==> config.mk <==
export PLATFORM = sky130hd
export DESIGN_NAME = cmp_timer
export DESIGN_NICKNAME = d
export VERILOG_FILES = /design/src/rtl/cmp_timer_pkg.sv /design/src/rtl/cmp_timer_counter.sv /design/src/rtl/cmp_timer_cmp.sv /design/src/rtl/cmp_timer_flags.sv /design/src/rtl/cmp_timer.sv
export SDC_FILE = /design/constraint.sdc
export NUM_CORES = 1
export LEC_CHECK = 0
export ABC_AREA = 1
export BUFFER_PORTS_ARGS = -buffer_cell sky130_fd_sc_hd__buf_2
export CORE_UTILIZATION = 52
export DETAILED_ROUTE_END_ITERATION = 6
export GPL_TIMING_DRIVEN = 1
export HOLD_SLACK_MARGIN = 0.12
export PLACE_DENSITY = 0.76
export SKIP_CTS_REPAIR_TIMING = 1
export SLEW_MARGIN = 20
export SYNTH_ARGS = -nofsm -noshare
export SYNTH_HDL_FRONTEND = slang
export SYNTH_SLANG_ARGS = --single-unit
==> constraint.sdc <==
create_clock -name clk -period 1.2 [get_ports clk]
set_clock_uncertainty 0.05 [all_clocks]
set_input_delay 0.24 -clock clk [delete_from_list [all_inputs] [get_ports clk]]
set_output_delay 0.24 -clock clk [all_outputs]
set_load 0.1 [all_outputs]
==> src/rtl/cmp_timer_pkg.sv <==
// Shared constants for the compare timer.
// Assumes two compare channels and a four-entry register space.
package cmp_timer_pkg;
    localparam int NUM_CMP = 2;
    localparam int FLAG_W  = NUM_CMP + 1;
    localparam int WRAP_BIT = NUM_CMP;
    localparam int ADDR_W  = 2;

    typedef enum logic [ADDR_W-1:0] {
        SEL_COUNT = 2'd0,
        SEL_CMP_A = 2'd1,
        SEL_CMP_B = 2'd2,
        SEL_FLAGS = 2'd3
    } reg_sel_e;
endpackage

==> src/rtl/cmp_timer_counter.sv <==
// Free-running up-counter with a software load port.
// Assumes a load takes priority over a tick. It reports whether the count
// steps this cycle and whether that step wraps from all ones to zero.
module cmp_timer_counter #(
    parameter int CNT_W = 16
) (
    input  logic             clk,
    input  logic             rst_n,
    input  logic             tick,
    input  logic             load,
    input  logic [CNT_W-1:0] load_val,
    output logic [CNT_W-1:0] count,
    output logic             step,
    output logic             wrap
);
    localparam logic [CNT_W-1:0] ALL_ONES = {CNT_W{1'b1}};

    logic [CNT_W-1:0] count_q;

    // The count advances only when ticked and not overwritten.
    assign step = tick && !load;
    assign wrap = step && (count_q == ALL_ONES);

    // Count register: reset, load, or increment.
    always_ff @(posedge clk) begin
        if (!rst_n) begin
            count_q <= '0;
        end else if (load) begin
            count_q <= load_val;
        end else if (step) begin
            count_q <= count_q + 1'b1;
        end
    end

    assign count = count_q;
endmodule

==> src/rtl/cmp_timer_cmp.sv <==
// One compare channel: a writable compare register and its match detector.
// Assumes the match is the last ticked cycle on the equal count, so it is
// qualified by the counter's step signal.
module cmp_timer_cmp #(
    parameter int               CNT_W   = 16,
    parameter logic [CNT_W-1:0] RST_VAL = {CNT_W{1'b1}}
) (
    input  logic             clk,
    input  logic             rst_n,
    input  logic             wr,
    input  logic [CNT_W-1:0] wval,
    input  logic [CNT_W-1:0] count,
    input  logic             step,
    output logic [CNT_W-1:0] cmp_val,
    output logic             hit
);
    logic [CNT_W-1:0] cmp_q;

    // Compare register update.
    always_ff @(posedge clk) begin
        if (!rst_n) begin
            cmp_q <= RST_VAL;
        end else if (wr) begin
            cmp_q <= wval;
        end
    end

    // Match pulse as the count leaves the compare value.
    assign hit     = step && (count == cmp_q);
    assign cmp_val = cmp_q;
endmodule

==> src/rtl/cmp_timer_flags.sv <==
// Sticky flag bank with clear-by-writing-zero.
// Assumes a set event in the same cycle as a clear leaves the flag set.
module cmp_timer_flags #(
    parameter int FLAG_W = 3
) (
    input  logic              clk,
    input  logic              rst_n,
    input  logic [FLAG_W-1:0] set_ev,
    input  logic              clr_wr,
    input  logic [FLAG_W-1:0] keep_mask,
    output logic [FLAG_W-1:0] flags
);
    logic [FLAG_W-1:0] flags_q;
    logic [FLAG_W-1:0] kept;

    // Bits written as zero are dropped; all others survive.
    assign kept = clr_wr ? (flags_q & keep_mask) : flags_q;

    // Flag storage, with set given precedence.
    always_ff @(posedge clk) begin
        if (!rst_n) begin
            flags_q <= '0;
        end else begin
            flags_q <= kept | set_ev;
        end
    end

    assign flags = flags_q;
endmodule

==> src/rtl/cmp_timer.sv <==
// Top level of the free-running compare timer.
// It decodes the register port, builds one compare channel per generate
// iteration and muxes read data. Assumes a single-cycle, always-ready
// register port.
module cmp_timer
    import cmp_timer_pkg::*;
#(
    parameter int CNT_W = 16
) (
    input  logic              clk,
    input  logic              rst_n,
    input  logic              tick,
    input  logic              wr_en,
    input  logic [ADDR_W-1:0] addr,
    input  logic [CNT_W-1:0]  wdata,
    output logic [CNT_W-1:0]  rdata,
    output logic              irq_cmp_a,
    output logic              irq_cmp_b,
    output logic              irq_wrap
);
    logic [CNT_W-1:0]              cnt_q;
    logic                          cnt_step;
    logic                          cnt_wrap;
    logic                          cnt_wr;
    logic [NUM_CMP-1:0][CNT_W-1:0] cmp_q;
    logic [NUM_CMP-1:0]            cmp_hit;
    logic [NUM_CMP-1:0]            cmp_wr;
    logic [FLAG_W-1:0]             flag_q;
    logic [FLAG_W-1:0]             set_ev;
    logic                          flag_wr;

    // Write decode for counter and flag register.
    assign cnt_wr  = wr_en && (addr == SEL_COUNT);
    assign flag_wr = wr_en && (addr == SEL_FLAGS);

    cmp_timer_counter #(.CNT_W(CNT_W)) counter_i (
        .clk      (clk),
        .rst_n    (rst_n),
        .tick     (tick),
        .load     (cnt_wr),
        .load_val (wdata),
        .count    (cnt_q),
        .step     (cnt_step),
        .wrap     (cnt_wrap)
    );

    for (genvar ch = 0; ch < NUM_CMP; ch++) begin : g_cmp
        // Compare channel ch sits at register address ch+1.
        assign cmp_wr[ch] = wr_en && (addr == ADDR_W'(ch + 1));

        cmp_timer_cmp #(.CNT_W(CNT_W), .RST_VAL({CNT_W{1'b1}})) cmp_i (
            .clk     (clk),
            .rst_n   (rst_n),
            .wr      (cmp_wr[ch]),
            .wval    (wdata),
            .count   (cnt_q),
            .step    (cnt_step),
            .cmp_val (cmp_q[ch]),
            .hit     (cmp_hit[ch])
        );
    end

    // Flag set sources: compare channels low, wrap on top.
    assign set_ev = {cnt_wrap, cmp_hit};

    cmp_timer_flags #(.FLAG_W(FLAG_W)) flags_i (
        .clk       (clk),
        .rst_n     (rst_n),
        .set_ev    (set_ev),
        .clr_wr    (flag_wr),
        .keep_mask (wdata[FLAG_W-1:0]),
        .flags     (flag_q)
    );

    // Read data mux.
    always_comb begin
        unique case (addr)
            SEL_COUNT: rdata = cnt_q;
            SEL_CMP_A: rdata = cmp_q[0];
            SEL_CMP_B: rdata = cmp_q[1];
            default:   rdata = CNT_W'(flag_q);
        endcase
    end

    assign irq_cmp_a = flag_q[0];
    assign irq_cmp_b = flag_q[1];
    assign irq_wrap  = flag_q[WRAP_BIT];
endmodule

==> results.md, run 1 <==
- Drt drc: 6
- Seq/Total Area, Yosys: 32.16%
- Hold EP: g_cmp[0].cmp_i.cmp_val[0]$_SDFFE_PN1P_
- Cell accounting for the most synthesized area: dfxtp_1
- Crit Path Class: reg2reg
- Worst Min Path Start: rst_n
- Cts bufs inserted: 5
- N_diodes: 0
- Number of synthesis warnings: 0
- Max VDD drop: 0.6271 mV
- Slew Viols, Final: 0
- Final #Nets: 622
- R2R setup slack: -0.53 ns
- Worst Hold Class: in2reg
- Mapped cell area: between 3000 and 4000 um^2
- Hold slack: 0.1282 ns
- WP data required: 1.37 ns
- Share of the synthesized area in the top cell type: 32.16%
- Gate Count Post-Synth: 491
- Vias in the first global route: 3175
- FF-to-FF path depth: 7
- HPWL Detailed: between 7 and 8 mm
- Startpoint types: flop
- Wire length of the first global-routing pass: 14.52 mm
- CTS Buffer Depth: 2
- Final WL: 12.97 mm
- RR Endpoint: counter_i.count[6]$_SDFFE_PN0P_
- IO Count: 41
- GRT Total Usage: 29.72%
- Skew-Pair Late Insertion Delay: 0.31 ns
- Drt initial violations: 457
- Vias: roughly 4.1k
- Post-synth cell types: 32
- Antenna Nets Post-Route: 0
- Util after Layout: a little over four fifths
- Share of cells above drive strength 1: about 44%
- Die Ht: 80.13 um
- Crit path time final: ~1.7 ns
- Initial Utilization: 53.61%
- Worst Path Arrival: 1.91 ns
- Maxcap violations: 0
- Final Hold Fails: 0
- Final period util: 144.5%
- DIE AREA: approximately 6400 um^2
- Placed cell areas: 4214 um^2
- Largest net degree at the start of global routing: 21
- Rows: 28
- Design Area, Final: roughly 5000 um^2
- CTS H-tree depth: 2
- Congestion Overflow GR: 0
- PortBufs: 40
- Placed Instances: 642
- Core area: 5921 um^2
- Failing checks: DRC, setup timing
- CTS tree: done
- Synth area leaders: dfxtp_1, nand2_1, inv_1
- Critical Path Fanout Max: 4
- CTS clk-pin slew, worst paths: 0.10 ns
- Layout Area Growth over Synthesis: 55.97%
- Setup violators final: 34
- Hold path depth: 2
- Status: complete, but fails checks
- Max Fclk: 0.5767 GHz
- Worst r2r src: counter_i.count[1]$_SDFFE_PN0P_
- Die X: 80.13 um
- Initial antenna violation count: 0
- TritonRoute pass-1 iters: 7
- Routability cong.: 0.9196
- Vias per cell: 6.120
- Setup TNS: -8.297 ns
- Slew @ Worst Pin: 0.3322 ns
- Sink Count: 51
- RSZ-0062 raised after global routing: yes
- Fin worst setup slack: -0.5339 ns
- Yosys reg bits: 51
- Pwr dens: 913.2 nW/um^2
- Post-synth net total: roughly 510
- Wire length per cell: 19.25 um
- Relative slew margins: 77.85%
- Mean post-synth cell area: 6.465 um^2
- P_leak: 2.331 nW
- CTS Root Cell: clkbuf_8
- Non-Filler Instances: approximately 670
- Setup crit end kind: flop
[how the worst max path moves through the flow]
| stage | from | to |
|---|---|---|
| after global placement | addr[0] | rdata[15] |
| after CTS | counter_i.count[4]$_SDFFE_PN0P_ | rdata[4] |
| after floorplan | addr[0] | rdata[10] |
| final | counter_i.count[1]$_SDFFE_PN0P_ | counter_i.count[6]$_SDFFE_PN0P_ |
| after global routing | counter_i.count[1]$_SDFFE_PN0P_ | counter_i.count[6]$_SDFFE_PN0P_ |
| after detailed placement | addr[0] | rdata[15] |
[registers in the layout, indices dropped and copies added, names as in the netlist]
name	count
counter_i.count	16
flags_i.flags	3
g_cmp.cmp_i.cmp_val	32
[final cells by class]
type | instances | area (um^2)
clock inverters | 1 | 5.005
clock buffers | 6 | 82.58
fillers | 319 | 969.7
flip-flops and latches | 51 | 1079
repair buffers | 124 | 1250
inverters | 65 | 269.0
multi-input cells | 352 | 2172
well taps | 75 | 93.84
[placed cells by master (no fill, tap or decap), types with 12 or more instances in the layout]
cell / instances
buf_12: 20
nand2_2: 14
inv_1: 36
buf_2: 19
buf_4: 66
nor2_1: 19
nand3_1: 12
nand2_1: 167
inv_2: 20
dfxtp_1: 27
o211ai_1: 24
buf_6: 15
dfxtp_2: 13
[cells in the mapped netlist (all sizes together)]
cell     count
a21oi       11
clkbuf      10
a31oi        6
nor2        40
o211ai      34
o221ai       9
nand4        4
nand3       18
nand2      192
xor2         3
dfxtp       51
o2111ai      2
nand3b       1
xnor2       12
ha           1
buf         13
o22ai        4
inv         65
o21ai       15
[critical path, cell delays in order (launching register included)]
cell     delay, ns
dfxtp_4       0.40
buf_6         0.11
ha_4          0.16
nand3_4       0.11
nor2_4        0.18
xor2_1        0.22
nand2_1       0.19
a31oi_1       0.24
[metrics by stage]
step	power, W	setup slack (ns)
final	0.004521	-0.5339
after global routing	0.004657	-0.5529
after CTS	0.004266	-0.5213
after detailed placement	0.003248	-0.3556
after global placement	0.003219	-0.3266
after floorplan	0.002746	-1.170
[report_power, final]
part           leakage [nW]  internal, W  switching, W
sequential            0.428      0.00176     0.0000938
combinational          1.86     0.000611      0.000991
clock                0.0470     0.000455      0.000608
total                  2.33      0.00283       0.00169
[cell families (layout without fill, tap and decap cells)]
group / count (synthesis) / in the layout / share of synthesized area (%)
simple gates: 255 / 255 / 32.87
compound gates: 81 / 81 / 18.72
fa+ha+maj: 1 / 1 / 0.3941
flops: 51 / 51 / 32.16
xor+xnor: 15 / 15 / 4.139
buf+inv: 88 / 196 / 11.71
[metal layers]
layer / GRT usage, % / routed length (um) / vias up
met1: 36.86 / 4728 / 1948
met5: 0 / 0 / -
met3: 5.682 / 1188 / 87
met2: 50.26 / 6204 / 295
li1: - / - / 1795
met4: 12.14 / 852 / 0
No activity file was read; power rests on OpenSTA's default activity.
==> run 2: changes to the inputs <==
SETUP_SLACK_MARGIN = 0.02   (was not set)
==> results.md, run 2 (same netlist as run 1, synthesis figures left out) <==
- Final period util: 128.3%
- Relative slew margins: 77.86%
- P_leak: 2.322 nW
- GRT Total Usage: 31.94%
- CTS tree: done
- Final WL: 13.15 mm
- Critical path's top delay family: simple AND/OR/NAND/NOR gates
- CTS clk-pin slew, worst paths: 0.11 ns
- Die Ht: 80.13 um
- PortBufs: 40
- N_diodes: 0
- Failing checks: setup timing
- DIE AREA: 6421 um^2
- Max reg flops: 32
- Sink Count: 51
- Worst Min Path Start: wdata[12]
- Crit path time final: 1.540 ns
- Drt drc: 0
- CTS H-tree depth: 2
- HPWL Detailed: 7.219 mm
- Maxcap violations: 0
- CP peak stage delay: 0.38 ns
- Max Fclk: 0.6495 GHz
- CTS Buffer Depth: 2
- FF/Latch Area: 1089 um^2
- CTS Root Cell: clkbuf_8
- Worst Path Arrival: roughly 1.7 ns
- Setup TNS: -7.658 ns
- Placed cell areas: 4259 um^2
- Antenna Nets Post-Route: 0
- Fin worst setup slack: -0.3398 ns
- RR Endpoint: flags_i.flags[1]$_SDFF_PN0_
- Fill count: 279
- Worst r2r src: counter_i.count[8]$_SDFFE_PN0P_
- Wire length per cell: roughly 19 um
- TritonRoute pass-1 iters: 5
- Setup crit end kind: flop
- Layout Area Growth over Synthesis: 61.14%
- Status: complete, but fails checks
- Vias per cell: approximately 6.1
- Final #Nets: 625
- Slew @ Worst Pin: around 0.33 ns
- IO Count: 41
- Skew-Pair Late Insertion Delay: 0.32 ns
- Largest net degree at the start of global routing: 22
- Commonest non-fill, non-tap cell in the layout: nand2_1
- Most frequent cells in the layout: nand2_1, buf_4, inv_1, o211ai_1, dfxtp_1
- Drt initial violations: 480
- Cts bufs inserted: 5
- Worst Hold Class: in2reg
- Core area: 5921 um^2
- Crit Path Class: reg2reg
- Rows: 28
- Setup violators final: 33
- Final Hold Fails: 0
- Pwr dens: 917.6 nW/um^2
- Congestion Overflow GR: 0
- Initial Utilization: 53.61%
- Wire length of the first global-routing pass: 15.65 mm
- Initial antenna violation count: 0
- Vias in the first global route: around 3.5k
- Hold path depth: 3
- FF-to-FF path depth: 9
- Vias: 4143
- Slew Viols, Final: 0
- Max VDD drop: 0.6746 mV
- RSZ-0062 raised after global routing: yes
- CP cell instances: buf_6, buf_6, nand2_2, nand2_1, nor2_1, nand2_1, nor2_2, nand3_1, a21oi_2
- Critical Path Fanout Max: 5
- Die X: 80.13 um
- Area of the multi-input gates: 2258 um^2
- WP data required: 1.40 ns
- Startpoint types: flop
- Hold EP: g_cmp[0].cmp_i.cmp_val[12]$_SDFFE_PN1P_
- Tot Pwr: between 0.004 and 0.005 W
- Design Area, Final: around 5100 um^2
- R2R setup slack: -0.34 ns
- Buffers & Inverters on Critical Path: 2
- Routability cong.: 0.9748
- Slowest cell on crit path: dfxtp_4
- Share of cells above drive strength 1: 46.77%
- Util after Layout: 86.39%
[run 2: cell count changes in the layout (fill, tap and decap cells not counted), moves of 5 or more]
cell      change
a21oi_1       -5
a21oi_2       +5
inv_1         -5
o221ai_2      -5
o221ai_4      +5
[run 2: metrics by stage]
| step | cells | hold WS, ns | setup slack, ns |
|---|---|---|---|
| 6_report | 678 | 0.1313 | -0.3398 |
| 3_5_place_dp | 647 | 0.4415 | -0.3403 |
| 5_1_grt | 678 | 0.1414 | -0.3810 |
| 4_1_cts | 655 | 0.1227 | -0.5000 |
| 3_3_place_gp | 647 | 0.4359 | -0.3160 |
| 2_1_floorplan | 491 | 0.3162 | -1.170 |
[run 2: power breakdown]
group	leakage (nW)	switching, W	internal, W	total, W
combinational	1.84	0.00102	0.000641	0.00167
sequential	0.427	0.0000934	0.00176	0.00185
clock	0.0563	0.000636	0.000539	0.00117
total	2.32	0.00175	0.00294	0.00469
[run 2: how the worst max path moves through the flow]
| stage | end | slack [ns] | depth (start not counted) | start |
|---|---|---|---|---|
| floorplan | rdata[10] | -1.17 | 4 | addr[0] |
| finish | flags_i.flags[1]$_SDFF_PN0_ | -0.34 | 9 | counter_i.count[8]$_SDFFE_PN0P_ |
| CTS | rdata[2] | -0.50 | 3 | counter_i.count[2]$_SDFFE_PN0P_ |
| detailed placement | rdata[12] | -0.34 | 5 | addr[0] |
| global placement | rdata[12] | -0.32 | 5 | addr[0] |
| global route | rdata[10] | -0.38 | 3 | counter_i.count[10]$_SDFFE_PN0P_ |
[run 2: per-layer routing]
metal | track usage [%] | vias up | wire [um] | part of all wire [%]
met2 | 55.56 | 334 | 6224 | 47
met4 | 15.36 | 0 | 853 | 6.5
met1 | 38.10 | 1903 | 4868 | 37
met3 | 5.114 | 109 | 1207 | 9.2
met5 | 0 | - | 0 | 0
li1 | - | 1797 | - | -
[run 2: final cells by class]
class                           count  area share (%)
Multi-Input combinational cell    352           44.15
Sequential cell                    51           21.28
Timing Repair Buffer              127           25.17
Tap cell                           75           1.835
Inverter                           65           5.455
Clock buffer                        6           1.835
Clock inverter                      2          0.2691
[run 2: worst register-to-register path, delay by kind of cell, from the launching register on]
family                 cells  cell delay (ns)
AO/OA/AOI/OAI              1             0.16
buffers and inverters      2             0.26
flip-flops                 1             0.38
AND/OR/NAND/NOR            6             0.63
==> run 3: changes to the inputs <==
CELL_PAD_IN_SITES_DETAIL_PLACEMENT = 1   (was not set)
CELL_PAD_IN_SITES_GLOBAL_PLACEMENT = 1   (was not set)
CORE_UTILIZATION = 37   (was 52)
SYNTH_HIERARCHICAL = 1   (was not set)
==> results.md, run 3 <==
- PortBufs: 40
- Commonest non-fill, non-tap cell in the layout: nand2_1
- GRT Total Usage: about a third
- FF-to-FF path depth: 10
- Number of synthesized flops with an enable pin: 0
- Critical Path Fanout Max: 7
- HPWL Detailed: just under 10 mm
- Initial antenna violation count: 0
- RSZ-0062 raised after global routing: yes
- Synth area leaders: dfxtp_1, nand2_1, nand3_1
- Compound-Gate Fraction of Synth Area: 11.61%
- Util after Layout: 68.35%
- Core area: 8341 um^2
- Drt drc: 0
- M3 GR Usage: just under 6%
- Skew-Pair Late Insertion Delay: 0.32 ns
- Tot Pwr: between 0.005 and 0.006 W
- Drt initial violations: 304
- Wire length per cell: roughly 26 um
- Placed Instances: a little over 700
- Setup crit end kind: flop
- Sink Count: roughly 50
- Cts bufs inserted: 5
- Fin worst setup slack: -0.4427 ns
- Startpoint types: flop
- Wire length of the first global-routing pass: 21.31 mm
- Die Ht: 95.62 um
- Antenna Nets Post-Route: 0
- Max VDD drop: 0.4828 mV
- Post-synth net total: 529
- Non-Filler Instances: 760
- Final period util: 136.9%
- Final #Nets: 677
- GR peak layer: met2
- CTS Buffer Depth: 2
- Fill count: 1003
- Share of the synthesized area in the top cell type: 31.48%
- CTS Root Cell: clkbuf_8
- Post-synthesis simple-gate area fraction: between 40% and 50%
- Mux cell area share after synthesis: 0%
- Post-Synth XOR/XNOR Area: just over 4%
- Mean post-synth cell area: about 6.4 um^2
- Mapped cell area: 3243 um^2
- Yosys reg bits: 51
- Rows: 33
- Vias: 4507
- Failing checks: setup timing
- Crit path time final: 1.643 ns
- Cell accounting for the most synthesized area: dfxtp_1
- Async SR Flop Fraction: 0%
- Status: complete, but fails checks
- Post-synth cell types: 35
- Worst Path Arrival: around 1.8 ns
- IO Count: 41
- N_diodes: 0
- Final WL: 19.50 mm
- Hold path depth: 3
- Ys flop type: dfxtp_1
- Slew Viols, Final: 0
- P_leak: 2.665 nW
- Setup violators final: 36
- Gate Count Post-Synth: 506
- Number of synthesis warnings: 6
- WP data required: 1.39 ns
- CTS H-tree depth: 2
- Congestion Overflow GR: 0
- Count leader, synth: nand2_1
- Setup TNS: -9.444 ns
- Initial Utilization: approximately two fifths
- Synth Area in Adders: less than 1%
- Met1 Use GR: 36.74%
- Crit Path Class: reg2reg
- Relative slew margins: 62.49%
- Worst Hold Class: in2reg
- Vias in the first global route: between 4k and 5k
- Die X: 95.62 um
- Commonest cells in the netlist: nand2_1, inv_1, dfxtp_1, nand3_1, nor2_1
- R2R setup slack: -0.44 ns
- CTS clk-pin slew, worst paths: 0.11 ns
- Vias per cell: 5.930
- Largest net degree at the start of global routing: 35
- Seq/Total Area, Yosys: 31.48%
- Final Hold Fails: 0
- Pwr dens: about 900 nW/um^2
- TritonRoute pass-1 iters: 5
- Routability cong.: 0.9231
- Max Fclk: 0.6088 GHz
- Met2 Resource Use GR: 56.55%
- Layout Area Growth over Synthesis: 75.77%
- Share of cells above drive strength 1: 48.85%
- Slew @ Worst Pin: 0.5620 ns
- Largest family of logic cells by synthesized area: simple AND/OR/NAND/NOR gates
- DIE AREA: 9143 um^2
- Maxcap violations: 0
- CTS tree: done
- Max reg flops: 32
- Most frequent cells in the layout: nand2_1, buf_4, inv_1, nand3_1, nand2_2
==> run 3: cell count changes in the layout (fill, tap and decap cells not counted), moves of 12 or more <==
cell,before,now
inv_1,31,54
nand3_1,8,34
nand3_4,4,16
nand2_2,12,33
nand2_4,9,21
nand2_1,171,140
inv_2,22,3
buf_4,65,85
==> run 3: cell families after synthesis <==
logic type / after synthesis
fa+ha+maj: 1
buf+inv: 82
compound gates: 56
xor+xnor: 15
flops: 51
simple gates: 301
==> run 3: path summary, 6_finish.rpt <==
check                                                from                                       to
hold reg to reg   g_cmp[0].cmp_i/cmp_val[11]$_SDFFE_PN1P_  g_cmp[0].cmp_i/cmp_val[11]$_SDFFE_PN1P_
setup / recovery         counter_i/count[11]$_SDFFE_PN0P_              flags_i/flags[1]$_SDFF_PN0_
hold / removal                                   wdata[9]   g_cmp[0].cmp_i/cmp_val[9]$_SDFFE_PN1P_
setup reg to reg         counter_i/count[11]$_SDFFE_PN0P_              flags_i/flags[1]$_SDFF_PN0_
==> run 3: cell type report <==
class	count	area [um^2]	share of cell area, %
Multi-Input combinational cell	373	2470	43.33
Clock buffer	6	82.58	1.449
Sequential cell	51	1091	19.14
Tap cell	105	131.4	2.305
Timing Repair Buffer	161	1647	28.88
Inverter	62	244.0	4.280
Clock inverter	2	35.03	0.6146
==> run 3: critical path, stage by stage (launching register included) <==
cell,delay (ns)
dfxtp_4,0.43
inv_1,0.09
nand2_1,0.10
nand2_1,0.10
nor2_1,0.13
nand2_1,0.11
nor2_4,0.11
nand2_1,0.07
nor2_1,0.14
inv_1,0.05
a21oi_1,0.16
==> run 3: power by group <==
part / internal (W) / total [W] / switching [W]
clock network: 0.000678 / 0.00135 / 0.000676
registers: 0.00176 / 0.00187 / 0.000114
logic: 0.000742 / 0.00191 / 0.00116
total: 0.00318 / 0.00513 / 0.00195
==> run 3: metal layers <==
metal	routed length, um	vias to the layer above
li1	-	1911
met1	7510	2228
met2	9458	279
met3	1381	89
met4	1153	0
met5	0	-
==> run 3: per-stage QoR <==
stage	instance area, um^2	setup WS (ns)	hold slack, ns
2_1_floorplan	3545	-0.5690	0.2876
3_3_place_gp	4782	-0.4858	0.4352
3_5_place_dp	4782	-0.5122	0.4386
4_1_cts	4900	-0.5375	0.1336
5_1_grt	5700	-0.4509	0.1485
6_report	5700	-0.4427	0.1688
